## src/rtl/stby_pkg.sv

```systemverilog
package stby_pkg;

    typedef enum logic [1:0] {
        MODE_RUN  = 2'd0,
        MODE_HALT = 2'd1,
        MODE_STOP = 2'd2,
        MODE_STAB = 2'd3
    } mode_e;

    typedef enum logic [1:0] {
        WAKE_NONE      = 2'd0,
        WAKE_TAKE_INT  = 2'd1,
        WAKE_NEXT_INSN = 2'd2,
        WAKE_RESET     = 2'd3
    } wake_e;

    typedef enum logic [1:0] {
        ACC_IDLE  = 2'd0,
        ACC_HALF  = 2'd1,
        ACC_ARMED = 2'd2
    } acc_e;

    // control register, packed so that bit 0 is the deep-mode request
    typedef struct packed {
        logic [1:0] dly_sel;
        logic       osc_off;
        logic       pin_flt;
        logic       halt_req;
        logic       stop_req;
    } sby_ctrl_t;

    localparam logic [3:0] CODE_FIRST  = 4'h5;
    localparam logic [3:0] CODE_SECOND = 4'hA;

    function automatic int unsigned stab_shift(input logic [1:0] sel,
                                               input int unsigned base,
                                               input int unsigned step);
        return base + step * int'(sel);
    endfunction

endpackage

```

## src/rtl/stby_code_acceptor.sv

```systemverilog
module stby_code_acceptor
    import stby_pkg::*;
(
    input  logic       clk,
    input  logic       rst,
    input  logic       clr,
    input  logic       acc_wr,
    input  logic       other_wr,
    input  logic [3:0] nib,
    input  logic       consume,
    output logic       armed
);
    acc_e st_q;

    always_ff @(posedge clk) begin
        if (rst || clr || consume) begin
            st_q <= ACC_IDLE;
        end else if (acc_wr) begin
            if (nib == CODE_FIRST)
                st_q <= ACC_HALF;
            else if (nib == CODE_SECOND && st_q == ACC_HALF)
                st_q <= ACC_ARMED;
            else
                st_q <= ACC_IDLE;
        end else if (other_wr && st_q == ACC_HALF) begin
            st_q <= ACC_IDLE;
        end
    end

    assign armed = (st_q == ACC_ARMED);
endmodule

```

## src/rtl/stby_stab_timer.sv

```systemverilog
module stby_stab_timer
    import stby_pkg::*;
#(
    parameter int unsigned STAB_BASE = 8,
    parameter int unsigned STAB_STEP = 2
) (
    input  logic       clk,
    input  logic       rst,
    input  logic       clr,
    input  logic       start,
    input  logic [1:0] sel,
    output logic       done
);
    localparam int unsigned MAX_SHIFT = STAB_BASE + 3 * STAB_STEP;
    localparam int unsigned CNT_W     = MAX_SHIFT + 1;

    logic [CNT_W-1:0] cnt_q;
    logic [CNT_W-1:0] load_val;
    logic             busy_q;

    always_comb load_val = (CNT_W'(1) << stab_shift(sel, STAB_BASE, STAB_STEP)) - CNT_W'(1);

    always_ff @(posedge clk) begin
        if (rst || clr) begin
            busy_q <= 1'b0;
            cnt_q  <= '0;
        end else if (start) begin
            busy_q <= 1'b1;
            cnt_q  <= load_val;
        end else if (busy_q) begin
            if (cnt_q == '0) busy_q <= 1'b0;
            else             cnt_q  <= cnt_q - CNT_W'(1);
        end
    end

    assign done = busy_q && (cnt_q == '0);
endmodule

```

## src/rtl/stby_wake_qual.sv

```systemverilog
module stby_wake_qual
    import stby_pkg::*;
(
    input  logic  nmi_req,
    input  logic  irq_flag,
    input  logic  irq_en,
    input  logic  mie,
    output logic  wake,
    output wake_e action
);
    logic mask_ok;

    always_comb begin
        mask_ok = irq_flag && irq_en;
        wake    = nmi_req || mask_ok;
        if (nmi_req || mie) action = WAKE_TAKE_INT;
        else                action = WAKE_NEXT_INSN;
    end
endmodule

```

## src/rtl/standby_ctrl.sv

```systemverilog
module standby_ctrl
    import stby_pkg::*;
#(
    parameter int unsigned STAB_BASE = 8,
    parameter int unsigned STAB_STEP = 2
) (
    input  logic       clk,
    input  logic       rst,
    input  logic       wr_en,
    input  logic       wr_sel,
    input  logic [7:0] wr_data,
    output logic [7:0] rd_data,
    input  logic       insn_boundary,
    input  logic       nmi_req,
    input  logic       irq_flag,
    input  logic       irq_en,
    input  logic       mie,
    input  logic       ext_reset,
    input  logic       wdt_ovf,
    output logic       cpu_clk_en,
    output logic       per_clk_en,
    output logic       osc_en,
    output logic       port_float,
    output logic [1:0] mode,
    output logic       wake_valid,
    output logic [1:0] wake_action
);
    mode_e     mode_q;
    sby_ctrl_t ctrl_q;
    wake_e     act_q, pend_q;
    logic      wv_q;

    logic  rst_src, wr_ctrl, wr_acc, armed, stp_ok;
    logic  wake, t_start, t_done;
    wake_e wake_act;
    logic  unused_hi;

    assign unused_hi = ^wr_data[7:6];
    assign rst_src   = ext_reset || wdt_ovf;
    assign wr_ctrl   = wr_en && !wr_sel && (mode_q == MODE_RUN);
    assign wr_acc    = wr_en &&  wr_sel && (mode_q == MODE_RUN);
    assign stp_ok    = wr_ctrl && wr_data[0] && armed;
    assign t_start   = (mode_q == MODE_STOP) && wake && ctrl_q.osc_off && !rst_src;

    stby_code_acceptor u_acc (
        .clk      (clk),
        .rst      (rst),
        .clr      (rst_src),
        .acc_wr   (wr_acc),
        .other_wr (wr_ctrl),
        .nib      (wr_data[3:0]),
        .consume  (stp_ok),
        .armed    (armed)
    );

    stby_stab_timer #(
        .STAB_BASE (STAB_BASE),
        .STAB_STEP (STAB_STEP)
    ) u_tmr (
        .clk   (clk),
        .rst   (rst),
        .clr   (rst_src),
        .start (t_start),
        .sel   (ctrl_q.dly_sel),
        .done  (t_done)
    );

    stby_wake_qual u_wq (
        .nmi_req  (nmi_req),
        .irq_flag (irq_flag),
        .irq_en   (irq_en),
        .mie      (mie),
        .wake     (wake),
        .action   (wake_act)
    );

    always_ff @(posedge clk) begin
        if (rst) begin
            mode_q <= MODE_RUN;
            ctrl_q <= '0;
            act_q  <= WAKE_NONE;
            pend_q <= WAKE_NONE;
            wv_q   <= 1'b0;
        end else if (rst_src) begin
            mode_q <= MODE_RUN;
            ctrl_q <= '0;
            act_q  <= WAKE_RESET;
            pend_q <= WAKE_NONE;
            wv_q   <= 1'b1;
        end else begin
            wv_q <= 1'b0;
            unique case (mode_q)
                MODE_RUN: begin
                    if (wr_ctrl) begin
                        ctrl_q.dly_sel  <= wr_data[5:4];
                        ctrl_q.osc_off  <= wr_data[3];
                        ctrl_q.pin_flt  <= wr_data[2];
                        ctrl_q.halt_req <= wr_data[1];
                        ctrl_q.stop_req <= stp_ok || (ctrl_q.stop_req && wr_data[0]);
                    end
                    if (insn_boundary) begin
                        if (ctrl_q.stop_req)      mode_q <= MODE_STOP;
                        else if (ctrl_q.halt_req) mode_q <= MODE_HALT;
                    end
                end
                MODE_HALT: begin
                    if (wake) begin
                        mode_q          <= MODE_RUN;
                        ctrl_q.halt_req <= 1'b0;
                        ctrl_q.stop_req <= 1'b0;
                        act_q           <= wake_act;
                        wv_q            <= 1'b1;
                    end
                end
                MODE_STOP: begin
                    if (wake) begin
                        ctrl_q.halt_req <= 1'b0;
                        ctrl_q.stop_req <= 1'b0;
                        if (ctrl_q.osc_off) begin
                            mode_q <= MODE_STAB;
                            pend_q <= wake_act;
                        end else begin
                            mode_q <= MODE_RUN;
                            act_q  <= wake_act;
                            wv_q   <= 1'b1;
                        end
                    end
                end
                MODE_STAB: begin
                    if (t_done) begin
                        mode_q <= MODE_RUN;
                        act_q  <= pend_q;
                        wv_q   <= 1'b1;
                    end
                end
                default: mode_q <= MODE_RUN;
            endcase
        end
    end

    assign cpu_clk_en  = (mode_q == MODE_RUN);
    assign per_clk_en  = (mode_q == MODE_RUN) || (mode_q == MODE_HALT);
    assign osc_en      = !((mode_q == MODE_STOP) && ctrl_q.osc_off);
    assign port_float  = (mode_q == MODE_STOP) && ctrl_q.pin_flt;
    assign mode        = mode_q;
    assign rd_data     = {2'b00, ctrl_q};
    assign wake_valid  = wv_q;
    assign wake_action = act_q;
endmodule

```

## config.mk

```make
export PLATFORM = sky130hd
export DESIGN_NAME = standby_ctrl
export DESIGN_NICKNAME = d
export VERILOG_FILES = /design/src/rtl/stby_pkg.sv /design/src/rtl/stby_code_acceptor.sv /design/src/rtl/stby_stab_timer.sv /design/src/rtl/stby_wake_qual.sv /design/src/rtl/standby_ctrl.sv
export SDC_FILE = /design/constraint.sdc
export NUM_CORES = 1
export LEC_CHECK = 0
export ABC_CLOCK_PERIOD_IN_PS = 3600
export BUFFER_PORTS_ARGS = -buffer_cell sky130_fd_sc_hd__clkbuf_2
export CAP_MARGIN = 10
export CORE_UTILIZATION = 40
export DETAILED_ROUTE_END_ITERATION = 16
export PLACE_DENSITY = 0.56
export REMOVE_ABC_BUFFERS = 1
export SYNTH_ARGS = -nofsm -noshare
export SYNTH_HDL_FRONTEND = slang
export SYNTH_HIERARCHICAL = 1
export SYNTH_SLANG_ARGS = --single-unit
```

## constraint.sdc

```tcl
create_clock -name clk -period 3.6 [get_ports clk]
set_input_delay 0.18 -clock clk [delete_from_list [all_inputs] [get_ports clk]]
set_output_delay 0.18 -clock clk [all_outputs]
set_load 0.02 [all_outputs]
```

* Word level (Yosys, flattened, before mapping) *
Index checks and enable logic that the tools add are counted.

word-level totals
  input port bits = 19
  bits in registers = 31
  output and inout bits = 17
  word-level logic and storage cells = 108

operators by class
  shift operators = 1
  eq/ne operators = 19
  muxes and demuxes = 33
  reduce and logical (&&, ||, !) cells = 40
  $add $sub $neg = 3

operators by type and width
  kind                   count
  $mux 15                3
  $mux 2                 18
  $shl 1x32->15 const A  1
  $logic_and 1x1->1      16
  $logic_not 15->1       1
  $sub 15x1->15 const B  1
  $sub 15x2->15 const B  1
  $ne 3x3->1 const B     4
  $ne 2x2->1 const B     5
  $reduce_and 5->1       2
  $mux 1                 8
  $pmux 2 s4             1
  $logic_or 1x1->1       7
  $eq 2x2->1 const B     3
  $pmux 2 s3             1
  $reduce_and 3->1       2
  $reduce_bool 2->1      3
  $add 4x3->5 const A    1
  $eq 2x1->1 const B     2
  $eq 4x3->1 const B     1
  $eq 4x4->1 const B     1
  $ne 2x1->1 const B     2
  $pmux 2 s2             1
  $reduce_and 2->1       2
  6 further kinds        9

* Logic depth before layout (Yosys ltp) *
Gate-level depths: netlist (run 1).

  word-level depth = 8
  depth in mapped cells = 9
  mapped depth without buffers = 9

* Cells and area by module *
Netlist (run 1), hierarchy kept.

by module, submodules not included
  module              cells each  area each (µm²)  seq. area each (µm²)  instances
  stby_stab_timer     123         1024.7           320.3                 1
  standby_ctrl        95          834.6            260.2                 1
  stby_code_acceptor  12          118.9            40.0                  1
  stby_wake_qual      3           17.5             0.0                   1

* Worst setup path after synthesis (run 1) *
Ideal clock, no wire load.

  path type = flip-flop to flip-flop
  from = register u_tmr.cnt_q[11]
  to = register act_q[0] (netlist: wake_action[0])
  library setup time = 0.126 ns
  required time = 3.474 ns
  path buffers = 0
  setup slack = 1.412 ns
  clock period less this slack = 2.188 ns
  arrival = 2.062 ns
  stages on the path, launching flop included = 8
  path through = dfxtp_1 -> or4_4 -> or2_4 -> nor2_1 -> inv_1 -> a2111oi_4 -> mux2i_1 -> a21oi_1

between the ends
  cells in the longest elaborated chain, start to end = 4

RTL lines
  what                               RTL line               RTL
  start, declared                    stby_stab_timer.sv:17  logic [CNT_W-1:0] cnt_q;
  start signal, assigned             stby_stab_timer.sv:29  cnt_q <= load_val;
  start signal, assigned             stby_stab_timer.sv:32  else cnt_q <= cnt_q - CNT_W'(1);
  $logic_not 15->1                   stby_stab_timer.sv:36  assign done = busy_q && (cnt_q == '0);
  $logic_and 1x1->1                  stby_stab_timer.sv:36
  named net t_done                   standby_ctrl.sv:34     logic wake, t_start, t_done;
  $ne 3x3->1 (no source line)        -
  $reduce_and 5->1 (no source line)  -
  end signal, assigned               standby_ctrl.sv:111    act_q <= wake_act;
  end signal, assigned               standby_ctrl.sv:124    act_q <= wake_act;
  end signal, assigned               standby_ctrl.sv:132    act_q <= pend_q;
  end, declared                      standby_ctrl.sv:30     wake_e act_q, pend_q;

The timed path passes the listed nets, and every way through them passes these cells.
A chain may end at the register's enable or synchronous reset.

* Worst setup path in the final report (run 1) *
  from = register u_tmr.cnt_q[0]
  to = register act_q[0] (netlist: wake_action[0])

The elaborated chain is that of the path after synthesis.

==> results.sh, run 1 <==
export IMPL_outcome="complete, no violations"
export IMPL_power_leakage_nw=0.901
export IMPL_ys_flop_type="dfxtp_1"
export IMPL_cellPowerDensity_nw_per_um2=305
export IMPL_drt_iter0_drc=81
export IMPL_grt_use_total_pct=19.5
export IMPL_setup_tns_ns=0
export IMPL_critical_path_class="reg2reg"
export IMPL_cts_tree="yes"
export IMPL_power_w=0.000700
export IMPL_max_freq_mhz=393
export IMPL_fin_ws_ns=1.06
export IMPL_synthArstFlopShare_pct=0
export IMPL_yosys_top_cells_area="dfxtp_1 31%, ha_1 6.3%, a211oi_1 3.8%"
export IMPL_fin_crit_ns=2.54
export IMPL_max_slew_margin_pct=64.9
export IMPL_synth_top_area_cell="dfxtp_1"
export IMPL_first_pass_iters=4
export IMPL_grt_max_degree=22
export IMPL_required_ns=3.76
export IMPL_viasPerCell=5.45
export IMPL_hp_class="in2reg"
export IMPL_postCtsHoldBufs=0
export IMPL_yosys_warnings=6
export IMPL_final_period_utilization_pct=70.6
export IMPL_worstMarginPinSlew_ns=0.524
export IMPL_cts_made_buffers=5
export IMPL_start_util_pct=42.0
export IMPL_fill_cells=495
export IMPL_dieArea_sq_um=5280
export IMPL_place_ws_ns=1.09
export IMPL_postCtsSetupBuffers=0
export IMPL_cap_violations=0
export IMPL_worst_setup_path_start_kind="flip-flop"
export IMPL_vdd_drop_max_uv=149
export IMPL_wl_per_cell_um=14.5
export IMPL_reg2reg_slack_ns=1.06
export IMPL_core_area_sq_um=4750
export IMPL_num_nets_final=292
export IMPL_routed_wirelength_mm=4.81
export IMPL_antenna_left=0
export IMPL_fin_skew_ns=0.00388
export IMPL_die_w_um=72.6
export IMPL_synth_cell_types=62
export IMPL_io_pins=36
export IMPL_gp_congestion=0.826
export IMPL_clk_latency_ns=0.29
export IMPL_setup_violations=0
export IMPL_dpl_hpwl_mm=3.49
export IMPL_rows=25
export IMPL_critPathCaptureType="flip-flop"
export IMPL_synth_seq_cells=31
export IMPL_grt_overflow_total=0
export IMPL_finalMaxSlewViolations=0
export IMPL_worstPathMaxFanout=7
export IMPL_cts_path_max_buffers=2
export IMPL_ctsResizeCount=0
export IMPL_min_from="wr_data[4]"
export IMPL_synth_top_area_share_pct=31.1
export IMPL_antenna_found_initial=0
export IMPL_cts_sinks=31
export IMPL_cts_root_buffer="clkbuf_8"
export IMPL_vias=1804
export IMPL_rsz0062_at_grt="false"
export IMPL_drc=0
export IMPL_worstReg2RegStart="u_tmr/cnt_q[0]$_SDFFE_PP0P_"
export IMPL_cp_startpoint="u_tmr/cnt_q[0]$_SDFFE_PP0P_"
export IMPL_yosysSeqAreaShare_pct=31.1
export IMPL_cts_max_level=2
export IMPL_diodes=0
export IMPL_syn_area_sq_um=2000
export IMPL_critPathArrivalTime_ns=2.70
export IMPL_instances_no_fill=331
export IMPL_drive_gt1_share_pct=24.2
export IMPL_portBuffers=31
export IMPL_clk_pin_slew_worst_paths_ns=0.07
export IMPL_dieHeight_um=72.6
export IMPL_synthCells=233
export IMPL_grt_pass1_vias=1597
export IMPL_syn_avg_cell_area_sq_um=8.57
export IMPL_synth_edf_count=0
export IMPL_finalHoldViolCount=0
export IMPL_grt_pass1_wl_mm=7.83
export IMPL_area_growth_pct=15.2
export IMPL_placedCellCount=323
layout by cell type, fill, tap and decap left out, types with 3 or more instances in the layout:
| master | netlist | final |
|---|---|---|
| clkbuf_2 | 1 | 31 |
| nor2b_1 | 5 | 5 |
| nor3_1 | 4 | 4 |
| a21o_1 | 4 | 4 |
| nand3_1 | 10 | 10 |
| or2_2 | 4 | 4 |
| dfxtp_1 | 31 | 31 |
| nor4_1 | 3 | 3 |
| inv_1 | 10 | 10 |
| nor2_1 | 20 | 20 |
| mux2i_1 | 5 | 5 |
| nor3_2 | 3 | 3 |
| mux2_2 | 3 | 3 |
| o31ai_1 | 5 | 5 |
| ha_1 | 10 | 10 |
| or3_1 | 7 | 7 |
| nand4_1 | 6 | 6 |
| o21ai_0 | 6 | 6 |
| a21oi_1 | 15 | 15 |
| a211oi_1 | 10 | 10 |
| nand2_1 | 14 | 14 |
| clkbuf_8 | 0 | 7 |
through the flow:
step                      area, sq um  util, %  hold WS (ns)
after floorplan                  1950        -         0.249
after global placement           2200     46.2         0.429
after detailed placement         2200     46.2         0.427
after CTS                        2300     48.3         0.120
after global routing             2300     48.3         0.123
final                            2300     48.3         0.124
sequential cells by signal (all words and copies together) (netlist names):
name	cells
u_tmr/cnt_q	15
pend_q	2
rd_data	6
wake_action	2
u_tmr/busy_q	1
mode	2
wake_valid	1
u_acc/st_q	2
worst max-delay path, cell delays in order, from the launching register on:
cell and delay (ns):
dfxtp_1 0.34, inv_1 0.08, ha_1 0.22, nor4b_4 0.35, nand3_1 0.31, nor2_1 0.24
inv_1 0.13, a2111oi_4 0.43, mux2i_1 0.23, a21oi_1 0.08
power by group:
group	total (W)	leakage, nW	switching, W	internal [W]
clock	0.000308	0.0515	0.000133	0.000174
combinational	0.0000447	0.599	0.0000272	0.0000176
sequential	0.000348	0.251	0.00000182	0.000346
metal layers:
metal	part of all wire, %	routed length (um)	up-vias	global-route usage (%)
met1	53	2570	834	28.8
met2	42	2010	32	26.5
met3	3.2	156	6	4.56
met5	0	0	-	0
li1	-	-	932	-
met4	1.5	70	0	9.15
cell type report:
type	count	area (sq um)	area share, %
well taps	67	83.8	3.65
inverters	11	41.3	1.80
flip-flops and latches	31	621	27.0
multi-input cells	182	1290	56.1
repair buffers	32	163	7.08
clock buffers	8	100	4.35
cells by family after synthesis:
family | synth area share [%]
AND/OR/NAND/NOR | 28.7
AO/OA/AOI/OAI | 25.1
flip-flops | 31.1
buffers and inverters | 4.45
adder cells (fa/ha/maj) | 6.27
multiplexers | 4.20
other | 0.188
synthesized netlist by cell type, drive strengths merged, types with 2 or more instances:
master / instances
nand3: 10
o31ai: 5
mux2: 3
nor3: 7
mux2i: 5
a21oi: 15
nand2: 14
nand4: 6
dfxtp: 31
a211oi: 10
nor4: 4
nand2b: 2
or3: 7
clkbuf: 7
nor2: 20
o21a: 2
buf: 3
and3: 2
a2111oi: 3
ha: 10
or4b: 2
o211ai: 2
o21ai: 8
nor2b: 5
or2: 6
and2: 3
a31oi: 2
inv: 11
a21o: 4
o21ba: 2
or4: 3
or3b: 2
final timing paths:
path                                       end  cells after the start
setup / recovery   wake_action[0]$_SDFFE_PP0P_                      9
hold / removal         rd_data[4]$_SDFFE_PP0P_                      3
setup reg to reg   wake_action[0]$_SDFFE_PP0P_                      9
hold reg to reg   u_tmr/cnt_q[14]$_SDFFE_PP0P_                      1
No activity file was read; power rests on OpenSTA's default activity.
==> run 2, diff against run 1 <==
- ABC_AREA: not set -> 1
- ABC_CLOCK_PERIOD_IN_PS: 3600 -> 2600
- clock period: 3.6 -> 2.6 ns (I/O delays scaled with it)
==> results.sh, run 2 <==
export IMPL_portBuffers=31
export IMPL_grt_pass1_vias=1820
export IMPL_grt_overflow_total=0
export IMPL_combPwrFrac_pct=6.7
export IMPL_viasPerCell=4.64
export IMPL_critPathCaptureType="flip-flop"
export IMPL_drive_gt1_share_pct=18.5
export IMPL_grt_max_degree=15
export IMPL_finalMaxSlewViolations=0
export IMPL_core_area_sq_um=4880
export IMPL_critPathArrivalTime_ns=2.20
export IMPL_ctsResizeCount=0
export IMPL_regMostFlops="u_tmr/cnt_q"
export IMPL_ys_flop_type="dfxtp_1"
export IMPL_start_util_pct=43.0
export IMPL_fill_cells=531
export IMPL_synthMostInstantiatedCell="nand2_1"
export IMPL_cts_root_buffer="clkbuf_8"
export IMPL_cap_violations=0
export IMPL_cts_path_max_buffers=2
export IMPL_switchingPower_w=0.000230
export IMPL_outcome="complete, no violations"
export IMPL_cts_sinks=31
export IMPL_dpl_hpwl_mm=3.61
export IMPL_postCtsHoldBufs=0
export IMPL_timing_hold_ws_ns=0.0778
export IMPL_synth_cell_types=30
export IMPL_synth_top_area_share_pct=29.6
export IMPL_power_leakage_nw=1.22
export IMPL_antenna_found_initial=0
export IMPL_cts_made_buffers=5
export IMPL_yosysSeqAreaShare_pct=29.6
export IMPL_syn_avg_cell_area_sq_um=6.36
export IMPL_gp_congestion=0.797
export IMPL_diodes=0
export IMPL_swShare_pct=22.0
export IMPL_rows=25
export IMPL_synth_top_area_cell="dfxtp_1"
export IMPL_max_slew_margin_pct=66.5
export IMPL_cts_max_level=2
export IMPL_cellPowerDensity_nw_per_um2=428
export IMPL_final_period_utilization_pct=78.1
export IMPL_routed_wirelength_mm=4.66
export IMPL_first_pass_iters=4
export IMPL_drc=0
export IMPL_grt_pass1_wl_mm=7.78
export IMPL_fin_crit_ns=2.03
export IMPL_internal_power_w=0.000813
export IMPL_setup_violations=0
export IMPL_vias=2014
export IMPL_worstMarginPinSlew_ns=0.502
export IMPL_yosys_top_cells_area="dfxtp_1 30%, nand2_1 15%, inv_1 8.8%"
export IMPL_dieHeight_um=74.4
export IMPL_postCtsSetupBuffers=0
export IMPL_worstPathCellList="inv_1 -> ha_1 -> nand2_1 -> nor3_1 -> inv_1 -> nand2_4 -> nand2_1 -> nor2_1 -> nor2_1"
export IMPL_area_growth_pct=16.2
export IMPL_die_w_um=74.4
export IMPL_wl_per_cell_um=10.7
export IMPL_num_nets_final=395
export IMPL_clkPwrFrac_pct=47.2
export IMPL_final_common_cell="nand2_1"
export IMPL_seq_power_share_pct=46.2
export IMPL_largest_reg_flops=15
export IMPL_clk_latency_ns=0.28
export IMPL_worst_setup_path_start_kind="flip-flop"
export IMPL_synth_seq_cells=31
export IMPL_final_cell_mix="83 x nand2_1, 49 x inv_1, 43 x nor2_1"
export IMPL_dieArea_sq_um=5540
export IMPL_max_freq_mhz=492
export IMPL_setup_tns_ns=0
export IMPL_clk_pin_slew_worst_paths_ns=0.07
export IMPL_hp_class="in2reg"
export IMPL_ys_top_cells_by_count="83 x nand2_1, 49 x inv_1, 43 x nor2_1"
export IMPL_syn_area_sq_um=2100
export IMPL_fin_skew_ns=0.00441
export IMPL_synthCells=330
export IMPL_synth_edf_count=0
export IMPL_required_ns=2.77
export IMPL_critical_path_class="reg2reg"
export IMPL_vdd_drop_max_uv=201
export IMPL_crit_path_top_delay_cell="dfxtp_1"
export IMPL_yosys_warnings=6
export IMPL_rsz0062_at_grt="false"
export IMPL_drt_iter0_drc=93
export IMPL_antenna_left=0
export IMPL_cts_tree="yes"
export IMPL_io_pins=36
export IMPL_max_stage_delay_ns=0.38
export IMPL_synthArstFlopShare_pct=0
export IMPL_finalHoldViolCount=0
export IMPL_grt_use_total_pct=18.2
export IMPL_worstPathMaxFanout=14
==> run 2: logic make-up (layout without fill, tap and decap cells) <==
logic type | after synthesis | after routing | synth area share [%]
DFF | 31 | 31 | 29.6
adders and majority gates | 10 | 10 | 5.96
buffers and inverters | 58 | 94 | 11.3
and+or+nand+nor | 179 | 179 | 39.5
other | 1 | 2 | 0.179
AOI/OAI and AO/OA | 48 | 48 | 12.2
xor gates and xnor gates | 3 | 3 | 1.25
==> run 2: worst paths after layout <==
kind	from	to	slack (ns)	cells after the start
min reg2reg	rd_data[5]$_SDFFE_PP0P_	rd_data[5]$_SDFFE_PP0P_	0.48	2
max reg2reg	mode[0]$_SDFFE_PP0P_	u_tmr/cnt_q[9]$_SDFFE_PP0P_	0.57	9
min	wr_data[5]	rd_data[5]$_SDFFE_PP0P_	0.08	3
max	mode[0]$_SDFFE_PP0P_	u_tmr/cnt_q[9]$_SDFFE_PP0P_	0.57	9
==> run 2: power by group through the flow <==
stage,Clock [W],Combinational (W),Sequential [W]
finish,0.000492,0.0000699,0.000481
global route,0.000531,0.0000789,0.000482
CTS,0.000509,0.0000704,0.000481
detailed placement,0,0.0000702,0.000492
global placement,0,0.0000701,0.000492
floorplan,0,0.0000346,0.000497
==> run 2: metrics by stage <==
stage | std cells | power [W] | setup WS, ns | utilization [%] | cell area, sq um
2_1_floorplan | 326 | 0.000532 | 0.0494 | - | 2070
3_3_place_gp | 426 | 0.000562 | 0.623 | 47.5 | 2320
3_5_place_dp | 426 | 0.000562 | 0.567 | 47.5 | 2320
4_1_cts | 434 | 0.00106 | 0.557 | 49.9 | 2440
5_1_grt | 434 | 0.00109 | 0.388 | 49.9 | 2440
6_report | 434 | 0.00104 | 0.569 | 49.9 | 2440
==> run 2: worst max-delay path: cells and delay by family, from the launching register on <==
kind,cells,cell delay [ns]
simple gates,6,0.89
fa+ha+maj,1,0.21
buf+inv,2,0.44
flops,1,0.38
==> run 2: layer usage <==
metal	up-vias	GRT usage (%)	part of all wire, %
li1	1095	-	-
met1	880	22.3	49
met2	33	32.0	47
met3	6	3.66	3.2
met4	0	5.66	1.0
met5	-	0	0
==> run 2: layout make-up <==
| cell class | count | area [sq um] | share of cell area [%] |
|---|---|---|---|
| Clock buffer | 6 | 82.6 | 3.39 |
| Clock inverter | 2 | 35.0 | 1.44 |
| Inverter | 53 | 201 | 8.26 |
| Multi-Input combinational cell | 242 | 1240 | 51.0 |
| Sequential cell | 31 | 621 | 25.5 |
| Tap cell | 67 | 83.8 | 3.44 |
| Timing Repair Buffer | 33 | 170 | 6.98 |
